[config.mk]
export PLATFORM = sky130hd
export DESIGN_NAME = irq_steer_unit
export DESIGN_NICKNAME = d
export VERILOG_FILES = /design/src/rtl/irq_steer_pkg.sv /design/src/rtl/irq_cfg_regs.sv /design/src/rtl/irq_line_cond.sv /design/src/rtl/irq_route_mux.sv /design/src/rtl/irq_steer_unit.sv
export SDC_FILE = /design/constraint.sdc
export NUM_CORES = 1
export LEC_CHECK = 0
export ABC_CLOCK_PERIOD_IN_PS = 2000
export BUFFER_PORTS_ARGS = -buffer_cell sky130_fd_sc_hd__clkbuf_2
export CELL_PAD_IN_SITES_DETAIL_PLACEMENT = 1
export CELL_PAD_IN_SITES_GLOBAL_PLACEMENT = 1
export CORE_MARGIN = 1
export CORE_UTILIZATION = 25
export CTS_BUF_LIST = sky130_fd_sc_hd__clkbuf_2 sky130_fd_sc_hd__clkbuf_4 sky130_fd_sc_hd__clkbuf_8
export DETAILED_ROUTE_END_ITERATION = 10
export GPL_TIMING_DRIVEN = 1
export PLACE_DENSITY_LB_ADDON = 0.12
export SLEW_MARGIN = 20
export SYNTH_ARGS = -nofsm -noshare
export SYNTH_HDL_FRONTEND = slang
export SYNTH_SLANG_ARGS = --single-unit
export TNS_END_PERCENT = 100
[constraint.sdc]
create_clock -name clk -period 2 [get_ports clk]
set_clock_uncertainty 0.2 [all_clocks]
set_input_delay 0.1 -clock clk [delete_from_list [all_inputs] [get_ports clk]]
set_output_delay 0.1 -clock clk [all_outputs]
set_load 0.005 [all_outputs]
[src/rtl/irq_steer_pkg.sv]
package irq_steer_pkg;

   localparam int ISA_IRQS = 16;

   // Non-linear code table: returns a one-hot IRQ vector, zero for disabled/reserved
   function automatic logic [ISA_IRQS-1:0] code_to_irq(input logic [3:0] code);
      logic [ISA_IRQS-1:0] v;
      v = '0;
      case (code)
         4'd1:    v[9]  = 1'b1;
         4'd2:    v[3]  = 1'b1;
         4'd3:    v[10] = 1'b1;
         4'd4:    v[4]  = 1'b1;
         4'd5:    v[5]  = 1'b1;
         4'd6:    v[7]  = 1'b1;
         4'd7:    v[6]  = 1'b1;
         4'd9:    v[11] = 1'b1;
         4'd11:   v[12] = 1'b1;
         4'd13:   v[14] = 1'b1;
         4'd15:   v[15] = 1'b1;
         default: v = '0;
      endcase
      return v;
   endfunction

   localparam logic [ISA_IRQS-1:0] REACHABLE_IRQS = 16'b1101_1110_1111_1000;

endpackage

[src/rtl/irq_cfg_regs.sv]
module irq_cfg_regs #(
   parameter int          ADDR_W     = 16,
   parameter int          NUM_LINES  = 4,
   parameter logic [15:0] IDX_PORT   = 16'h0022,
   parameter logic [15:0] DATA_PORT  = 16'h0023,
   parameter logic [7:0]  KEY_IDX    = 8'h03,
   parameter logic [7:0]  MAP_BASE   = 8'h42,
   parameter logic [7:0]  SENS_IDX   = 8'h44,
   parameter logic [7:0]  OPEN_KEY   = 8'hC5,
   localparam int         MAP_REGS   = (NUM_LINES + 1) / 2
) (
   input  logic                    clk,
   input  logic                    rst_n,
   input  logic [ADDR_W-1:0]       io_addr,
   input  logic                    io_wr,
   input  logic                    io_rd,
   input  logic [7:0]              io_wdata,
   output logic [7:0]              io_rdata,
   output logic [8*MAP_REGS-1:0]   route_codes,
   output logic [NUM_LINES-1:0]    edge_sel
);

   if (NUM_LINES < 1 || NUM_LINES > 8) begin : g_bad_lines
      $error("irq_cfg_regs: NUM_LINES must be 1..8");
   end
   if (ADDR_W < 8 || ADDR_W > 16) begin : g_bad_addr
      $error("irq_cfg_regs: ADDR_W must be 8..16");
   end

   logic [7:0]                 idx_q;
   logic                       open_q;
   logic [MAP_REGS-1:0][7:0]   map_q;
   logic [NUM_LINES-1:0]       sens_q;
   logic [7:0]                 rd_next;
   logic                       hit_idx, hit_data;

   assign hit_idx  = (io_addr == IDX_PORT[ADDR_W-1:0]);
   assign hit_data = (io_addr == DATA_PORT[ADDR_W-1:0]);

   always_comb begin
      rd_next = 8'hFF;
      if (hit_idx) begin
         rd_next = idx_q;
      end else if (hit_data) begin
         if (idx_q == KEY_IDX) begin
            rd_next = {7'd0, open_q};
         end else if (open_q) begin
            rd_next = 8'h00;
            for (int k = 0; k < MAP_REGS; k++) begin
               if (idx_q == 8'(MAP_BASE + k)) rd_next = map_q[k];
            end
            if (idx_q == SENS_IDX) rd_next = 8'(sens_q);
         end
      end
   end

   always_ff @(posedge clk) begin
      if (!rst_n) begin
         idx_q    <= 8'h00;
         open_q   <= 1'b0;
         map_q    <= '0;
         sens_q   <= '0;
         io_rdata <= 8'h00;
      end else begin
         if (io_wr && hit_idx) idx_q <= io_wdata;
         if (io_wr && hit_data) begin
            if (idx_q == KEY_IDX) begin
               open_q <= (io_wdata == OPEN_KEY);
            end else if (open_q) begin
               for (int k = 0; k < MAP_REGS; k++) begin
                  if (idx_q == 8'(MAP_BASE + k)) map_q[k] <= io_wdata;
               end
               if (idx_q == SENS_IDX) sens_q <= io_wdata[NUM_LINES-1:0];
            end
         end
         if (io_rd) io_rdata <= rd_next;
      end
   end

   assign route_codes = map_q;
   assign edge_sel    = sens_q;

   AST_LOCKED_HOLD: assert property (@(posedge clk) disable iff (!rst_n)
      (io_wr && hit_data && !open_q && idx_q != KEY_IDX) |=> ($stable(map_q) && $stable(sens_q)));

   AST_KEY_OPENS: assert property (@(posedge clk) disable iff (!rst_n)
      (io_wr && hit_data && idx_q == KEY_IDX && io_wdata == OPEN_KEY) |=> open_q);

   AST_KEY_CLOSES: assert property (@(posedge clk) disable iff (!rst_n)
      (io_wr && hit_data && idx_q == KEY_IDX && io_wdata != OPEN_KEY) |=> !open_q);

   AST_LOCKED_READ: assert property (@(posedge clk) disable iff (!rst_n)
      (io_rd && hit_data && !open_q && idx_q != KEY_IDX) |=> (io_rdata == 8'hFF));

endmodule

[src/rtl/irq_line_cond.sv]
module irq_line_cond #(
   parameter int SYNC_STAGES = 2
) (
   input  logic clk,
   input  logic rst_n,
   input  logic intx_n,
   input  logic edge_mode,
   output logic active
);

   if (SYNC_STAGES < 2) begin : g_bad_sync
      $error("irq_line_cond: SYNC_STAGES must be at least 2");
   end

   logic [SYNC_STAGES-1:0] sync_q;
   logic                   prev_q;
   logic                   lvl, pulse;

   always_ff @(posedge clk) begin
      if (!rst_n) begin
         sync_q <= '1;
         prev_q <= 1'b1;
      end else begin
         sync_q <= {sync_q[SYNC_STAGES-2:0], intx_n};
         prev_q <= sync_q[SYNC_STAGES-1];
      end
   end

   assign lvl    = ~sync_q[SYNC_STAGES-1];
   assign pulse  = prev_q & ~sync_q[SYNC_STAGES-1];
   assign active = edge_mode ? pulse : lvl;

   AST_PULSE_SINGLE: assert property (@(posedge clk) disable iff (!rst_n)
      (edge_mode && active) |=> !(pulse));

endmodule

[src/rtl/irq_route_mux.sv]
module irq_route_mux
   import irq_steer_pkg::*;
#(
   parameter int NUM_LINES = 4,
   parameter int IRQ_LINES = 16
) (
   input  logic [NUM_LINES-1:0]   line_active,
   input  logic [4*NUM_LINES-1:0] line_code,
   output logic [IRQ_LINES-1:0]   irq_out
);

   if (IRQ_LINES != ISA_IRQS) begin : g_bad_irqs
      $error("irq_route_mux: IRQ_LINES must equal the code table width");
   end

   logic [NUM_LINES-1:0][IRQ_LINES-1:0] contrib;

   for (genvar i = 0; i < NUM_LINES; i++) begin : g_line
      assign contrib[i] = line_active[i] ? code_to_irq(line_code[4*i +: 4]) : '0;
   end

   always_comb begin
      irq_out = '0;
      for (int i = 0; i < NUM_LINES; i++) irq_out = irq_out | contrib[i];
   end

endmodule

[src/rtl/irq_steer_unit.sv]
module irq_steer_unit
   import irq_steer_pkg::*;
#(
   parameter int          ADDR_W      = 16,
   parameter int          NUM_LINES   = 4,
   parameter int          IRQ_LINES   = 16,
   parameter int          SYNC_STAGES = 2,
   parameter logic [15:0] IDX_PORT    = 16'h0022,
   parameter logic [15:0] DATA_PORT   = 16'h0023,
   parameter logic [7:0]  KEY_IDX     = 8'h03,
   parameter logic [7:0]  MAP_BASE    = 8'h42,
   parameter logic [7:0]  SENS_IDX    = 8'h44,
   parameter logic [7:0]  OPEN_KEY    = 8'hC5,
   localparam int         MAP_REGS    = (NUM_LINES + 1) / 2
) (
   input  logic                  clk,
   input  logic                  rst_n,
   input  logic [ADDR_W-1:0]     io_addr,
   input  logic                  io_wr,
   input  logic                  io_rd,
   input  logic [7:0]            io_wdata,
   output logic [7:0]            io_rdata,
   input  logic [NUM_LINES-1:0]  intx_n,
   output logic [IRQ_LINES-1:0]  isa_irq
);

   logic [8*MAP_REGS-1:0] route_codes;
   logic [NUM_LINES-1:0]  edge_sel;
   logic [NUM_LINES-1:0]  line_active;

   irq_cfg_regs #(
      .ADDR_W(ADDR_W), .NUM_LINES(NUM_LINES), .IDX_PORT(IDX_PORT),
      .DATA_PORT(DATA_PORT), .KEY_IDX(KEY_IDX), .MAP_BASE(MAP_BASE),
      .SENS_IDX(SENS_IDX), .OPEN_KEY(OPEN_KEY)
   ) u_cfg (
      .clk(clk), .rst_n(rst_n), .io_addr(io_addr), .io_wr(io_wr),
      .io_rd(io_rd), .io_wdata(io_wdata), .io_rdata(io_rdata),
      .route_codes(route_codes), .edge_sel(edge_sel)
   );

   for (genvar i = 0; i < NUM_LINES; i++) begin : g_cond
      irq_line_cond #(.SYNC_STAGES(SYNC_STAGES)) u_cond (
         .clk(clk), .rst_n(rst_n), .intx_n(intx_n[i]),
         .edge_mode(edge_sel[i]), .active(line_active[i])
      );
   end

   irq_route_mux #(.NUM_LINES(NUM_LINES), .IRQ_LINES(IRQ_LINES)) u_mux (
      .line_active(line_active),
      .line_code(route_codes[4*NUM_LINES-1:0]),
      .irq_out(isa_irq)
   );

   AST_NO_STRAY_IRQ: assert property (@(posedge clk) disable iff (!rst_n)
      ((isa_irq & ~REACHABLE_IRQS) == '0));

   AST_IDLE_QUIET: assert property (@(posedge clk) disable iff (!rst_n)
      ((&intx_n) && $past(&intx_n) && $past(&intx_n, 2) && !$rose(rst_n) && !$past($rose(rst_n))) |-> (isa_irq == '0));

endmodule

After elaboration in Yosys (flattened, before gate mapping)

Cells that the tools add are included.

Input bits: 32
Output and inout bits: 24
Register bits after elaboration: 49
Word-level logic and storage cells: 142

Equal/unequal tests: 51
Bitwise operators: 12
Reductions and logical operators: 6
Multiplexer cells: 59

Operator list:

| cell                  | number |
|---|---|
| $eq A4 B3 Y1 const B  | 16 |
| $eq A4 B4 Y1 const B  | 16 |
| $mux W16              | 4 |
| $mux W8               | 7 |
| $mux W1               | 48 |
| $or A16 B16 Y16       | 3 |
| $eq A16 B6 Y1 const B | 2 |
| $eq A4 B2 Y1 const B  | 8 |
| $eq A8 B7 Y1 const B  | 3 |
| $eq A4 B1 Y1 const B  | 4 |
| $reduce_and A4 Y1     | 3 |
| $eq A8 B2 Y1 const B  | 1 |
| $eq A8 B8 Y1 const B  | 1 |
| $not A1 Y1            | 5 |
| $and A1 B1 Y1         | 4 |
| $logic_and A1 B1 Y1   | 2 |
| $reduce_and A2 Y1     | 1 |

Logic depth before layout (Yosys ltp)

Depth after elaboration: 8
Mapped depth: 6
Mapped depth without buffers: 4

By module

From an unflattened synthesis, not the netlist that was laid out.

Cell total of the unflattened synthesis: 312
Area, all modules: 2,788.9 µm²

By module, submodules not included:

| module        | area each (µm²) | cells each | instances | sequential area each (µm²) |
|---|---|---|---|---|
| irq_cfg_regs  | 1,939.4         | 209        | 1         | 740.7 |
| irq_route_mux | 484.2           | 71         | 1         | 0.0 |
| irq_line_cond | 91.3            | 8          | 4         | 60.1 |

Least setup slack after synthesis

Ideal clock, no wire load.

Path type: register to output
Start point: register u_cfg.map_q (netlist bit u_cfg.route_codes[12])
End point: output isa_irq[5]
Required time: 1.700 ns
Arrival time: 1.394 ns
Path buffers: 0
Slack: 0.306 ns
Stages on the path, launching flop included: 5
Path through: dfxtp_1 -> inv_1 -> a2111oi_0 -> a22oi_1 -> nand2_1

Word-level cells in the longest chain between the ends: 4

Ends and longest elaborated chain:

| what                            | RTL line             | source |
|---|---|---|
| start, declared                 | irq_cfg_regs.sv:32   | `logic [MAP_REGS-1:0][7:0] map_q;` |
| start signal, assigned by index | irq_cfg_regs.sv:71   | `if (idx_q == 8'(MAP_BASE + k)) map_q[k] <= io_wdata;` |
| $eq A4 B3 Y1                    | irq_steer_pkg.sv:9   | `case (code)` |
| $mux W1                         | irq_steer_pkg.sv:9   |  |
| $mux W16                        | irq_route_mux.sv:19  | `assign contrib[i] = line_active[i] ? code_to_irq(line_code[4*i +: 4]) : '0;` |
| $or A16 B16 Y16                 | irq_route_mux.sv:24  | `for (int i = 0; i < NUM_LINES; i++) irq_out = irq_out \| contrib[i];` |
| end, declared                   | irq_steer_unit.sv:24 | `output logic [IRQ_LINES-1:0] isa_irq` |

No other way between the ends.

Worst setup path in the final report

Start point: register u_cfg.sens_q[2], in the netlist u_cfg.edge_sel[2]
End point: output isa_irq[6]

Word-level cells in the longest chain between the ends: 4

Ends and longest elaborated chain:

| what                          | RTL line            | source |
|---|---|---|
| start, declared               | irq_cfg_regs.sv:33  | `logic [NUM_LINES-1:0] sens_q;` |
| start signal, assigned        | irq_cfg_regs.sv:73  | `if (idx_q == SENS_IDX) sens_q <= io_wdata[NUM_LINES-1:0];` |
| $mux W1                       | irq_line_cond.sv:31 | `assign active = edge_mode ? pulse : lvl;` |
| $mux W16                      | irq_route_mux.sv:19 |  |
| $or A16 B16 Y16 (2 in series) | irq_route_mux.sv:24 |  |

No other way between the ends.

==> flow_summary.ini <==
[yosys]
unique_masters_post_synth = 45
syn-instance-count = 344
async_reset_ff_share_pct = 0
synth.cell_area_mm2 = 0.00283
edff_count_synth = 0
synthDominantAreaCellType = sky130_fd_sc_hd__dfxtp_1
ys_top_cells_by_area = sky130_fd_sc_hd__dfxtp_1 (35%), sky130_fd_sc_hd__mux2i_1 (7.4%), sky130_fd_sc_hd__nand2_1 (6.1%)
ys_seq_elements = 49
synth_largest_type_area_fraction_pct = 34.7
post-synth-top-count-cell = sky130_fd_sc_hd__dfxtp_1
yosys_most_used_dff = sky130_fd_sc_hd__dfxtp_1
ys.warnings.count = 0
yosysSeqAreaShare_pct = 34.7
avgSynthCellArea_um2 = 8.22
synth_common_cells = sky130_fd_sc_hd__dfxtp_1 (49), sky130_fd_sc_hd__nand2_1 (46), sky130_fd_sc_hd__nand4_1 (27), sky130_fd_sc_hd__mux2i_1 (21), sky130_fd_sc_hd__a21oi_1 (17)

[min_path]
hp-class = in -> reg

[setup_path]
critical_path_peak_fanout = 4
crit_arrival_ns = 1.62
critical_path.endpoint_type = primary output
start_to_end_type_of_the_worst_setup_path = reg -> out
critical_path_required_ns = 1.70
crit_path_start_kind = register

[detailed_routing]
detail_route.wl_per_cell_um = 17.8
via_count = 2874
remaining_drc_errors = 0
drt_iter0_drc = 183
detail_route_met2_wl_um = 4450
via_per_inst = 5.14
routed_wl_um = 9950
firstDrtPassIters = 4
antenna_violating_nets_post_route = 0
met3WireLength_um = 341
m1WireLength_um = 4990
dr.max_layer_used = met4

[place]
dpl_worst_slack_ns = 0.112
place_area_mm2 = 0.00332
place.detailed.hpwl_um = 7800
routabilityCongestion = 0.817
port_buffers = 50

[layout]
drive_above_1_share_pct = 24.8
syn2layout_area_growth_pct = 27.0
numnets_final = 450
finish.instance_area_mm2 = 0.00359
nFillCells = 1328
antenna-diode-count = 0

[global_routing]
largest_net_degree_at_the_start_of_global_routing = 42
grt_overflow = 0
grt_antenna_before_repair = 0
grt_first_pass_wirelength_um = 15700
first_global_vias = 2825
total_routing_usage_reported_by_global_routing_pct = 18.0

[cts]
ctsLongestPathBuffers = 2
cts_buffers = 5
cts-root-buf = sky130_fd_sc_hd__clkbuf_8
cts.sinks = 49
ctsHtreeMaxLevel = 2
tritoncts_clock_tree = yes
clock_insertion_delay_worst_skew_ns = 0.32
cts.clk_slew.worst_paths_ns = 0.09

[sta]
max_freq_ghz = 0.521
setup_viol = 0
timing.final.crit_share_pct = 96.0
finalCriticalPeriod_ns = 1.92
hold_slack_ns = 0.0277
maxSlewViolCount = 0
setup_repair_after_global_routing_missed_its_margin = yes
finalHoldViolations = 0
final.setup.worst_slack_ns = 0.0806

[outcome]
outcome = complete, no violations

[power]
vdd_ir_max_uv = 325
leakage_nw = 1.46
pwr_density_cell_mw_per_mm2 = 510
power_after_layout_w = 0.00183

[floorplan]
num_rows = 38
die_y_um = 108
io_count = 56
die_area_mm2 = 0.0117
die_extent_in_x_um = 108
placeableCoreArea_mm2 = 0.0109
initial_core_utilization_pct = 25.9

[flow_run]
timing.max_cap.violations = 0
==> registers in the layout, indices dropped and copies added (netlist names) <==
signal,flops
g_cond.u_cond.sync_q,8
g_cond.u_cond.prev_q,4
u_cfg.idx_q,8
u_cfg.route_codes,16
u_cfg.edge_sel,4
u_cfg.io_rdata,8
u_cfg.open_q,1
==> kinds of logic (layout without fill, tap and decap cells) <==
kind of cell	count (synthesis)	count (layout)	share of synthesized area, %
simple gates	163	163	34.9
compound gates	70	70	16.1
flops	49	49	34.7
buf+inv	40	111	6.72
mux	21	21	7.43
other cells	1	5	0.133
==> cell usage in the layout (no fill, tap or decap), drive strengths merged <==
cell         synthesis  final
dfxtp               49     49
and4                 2      2
and2                 5      5
nor3b                5      5
a21boi               1      1
mux2i               21     21
o21ai                9      9
clkinvlp             0      1
or3                  1      1
a21oi               17     17
o22ai               16     16
nor4bb               1      1
nor4                 6      6
clkinv               1      2
nand4b               3      3
a22oi                5      5
and3                 3      3
a31oi                1      1
buf                 10     26
nand3b               4      4
nor4b                7      7
nand2b              13     13
inv                 12     13
nand4               29     29
dlygate4sd3          0     14
conb                 1      5
nand2               46     46
a2111oi              1      1
nor2b               15     15
clkbuf              17     55
o31ai                8      8
nor3                 3      3
a221oi               8      8
nor2                 6      6
a22o                 4      4
nand3               14     14
==> what timing repair did <==
item | in CTS | in global routing
resized for setup | 1 | 12
hold buffers | 14 | 0
endpoints found under the setup margin | 2 | 18
endpoints found under the hold margin | 31 | 0
setup buffers | 0 | 0
==> final timing paths <==
path / start / end / slack [ns] / cells past startpoint
min: io_wr / u_cfg.open_q / 0.03 / 4
max: u_cfg.edge_sel[2] / isa_irq[6] / 0.08 / 6
max reg2reg: u_cfg.idx_q[0] / u_cfg.edge_sel[0] / 0.12 / 4
min reg2reg: g_cond[0].u_cond.sync_q[0] / g_cond[0].u_cond.sync_q[1] / 0.21 / 1
==> power breakdown <==
group	total (W)	leakage, nW	switching (W)	internal [W]
clock	0.000621	0.0445	0.000372	0.000249
combinational	0.000200	1.01	0.000108	0.0000914
sequential	0.00101	0.402	0.0000117	0.000999
==> metrics by stage <==
stage,utilization (%),TNS [ns],std cells
final,32.9,0,559
after global placement,30.4,0,537
after floorplan,-,0,348
after global routing,32.9,-0.0337,559
after CTS,32.5,0,559
after detailed placement,30.4,0,537
==> per-layer routing <==
metal,global-route usage [%],vias up
met5,0,-
met4,5.12,0
met3,2.95,12
met2,27.2,55
met1,26.0,1394
li1,-,1413
==> area by class of cell <==
cell class              count  area, µm²  area share, %
flip-flops and latches     49        985           27.4
inverters                  13       48.8           1.36
repair buffers             90        586           16.3
clock inverters             3       21.3          0.592
clock buffers               5       68.8           1.92
multi-input cells         259       1710           47.6
well taps                 140        175           4.87
==> worst max-delay path, cell delays in order (launching register included) <==
cell and delay [ns]:
sky130_fd_sc_hd__dfxtp_1 0.35, sky130_fd_sc_hd__nor2b_2 0.18, sky130_fd_sc_hd__nor4b_1 0.27, sky130_fd_sc_hd__buf_4 0.20, sky130_fd_sc_hd__nand3_1 0.08, sky130_fd_sc_hd__nand4_1 0.12
sky130_fd_sc_hd__clkbuf_2 0.12
(Power assumes the default switching activity.)
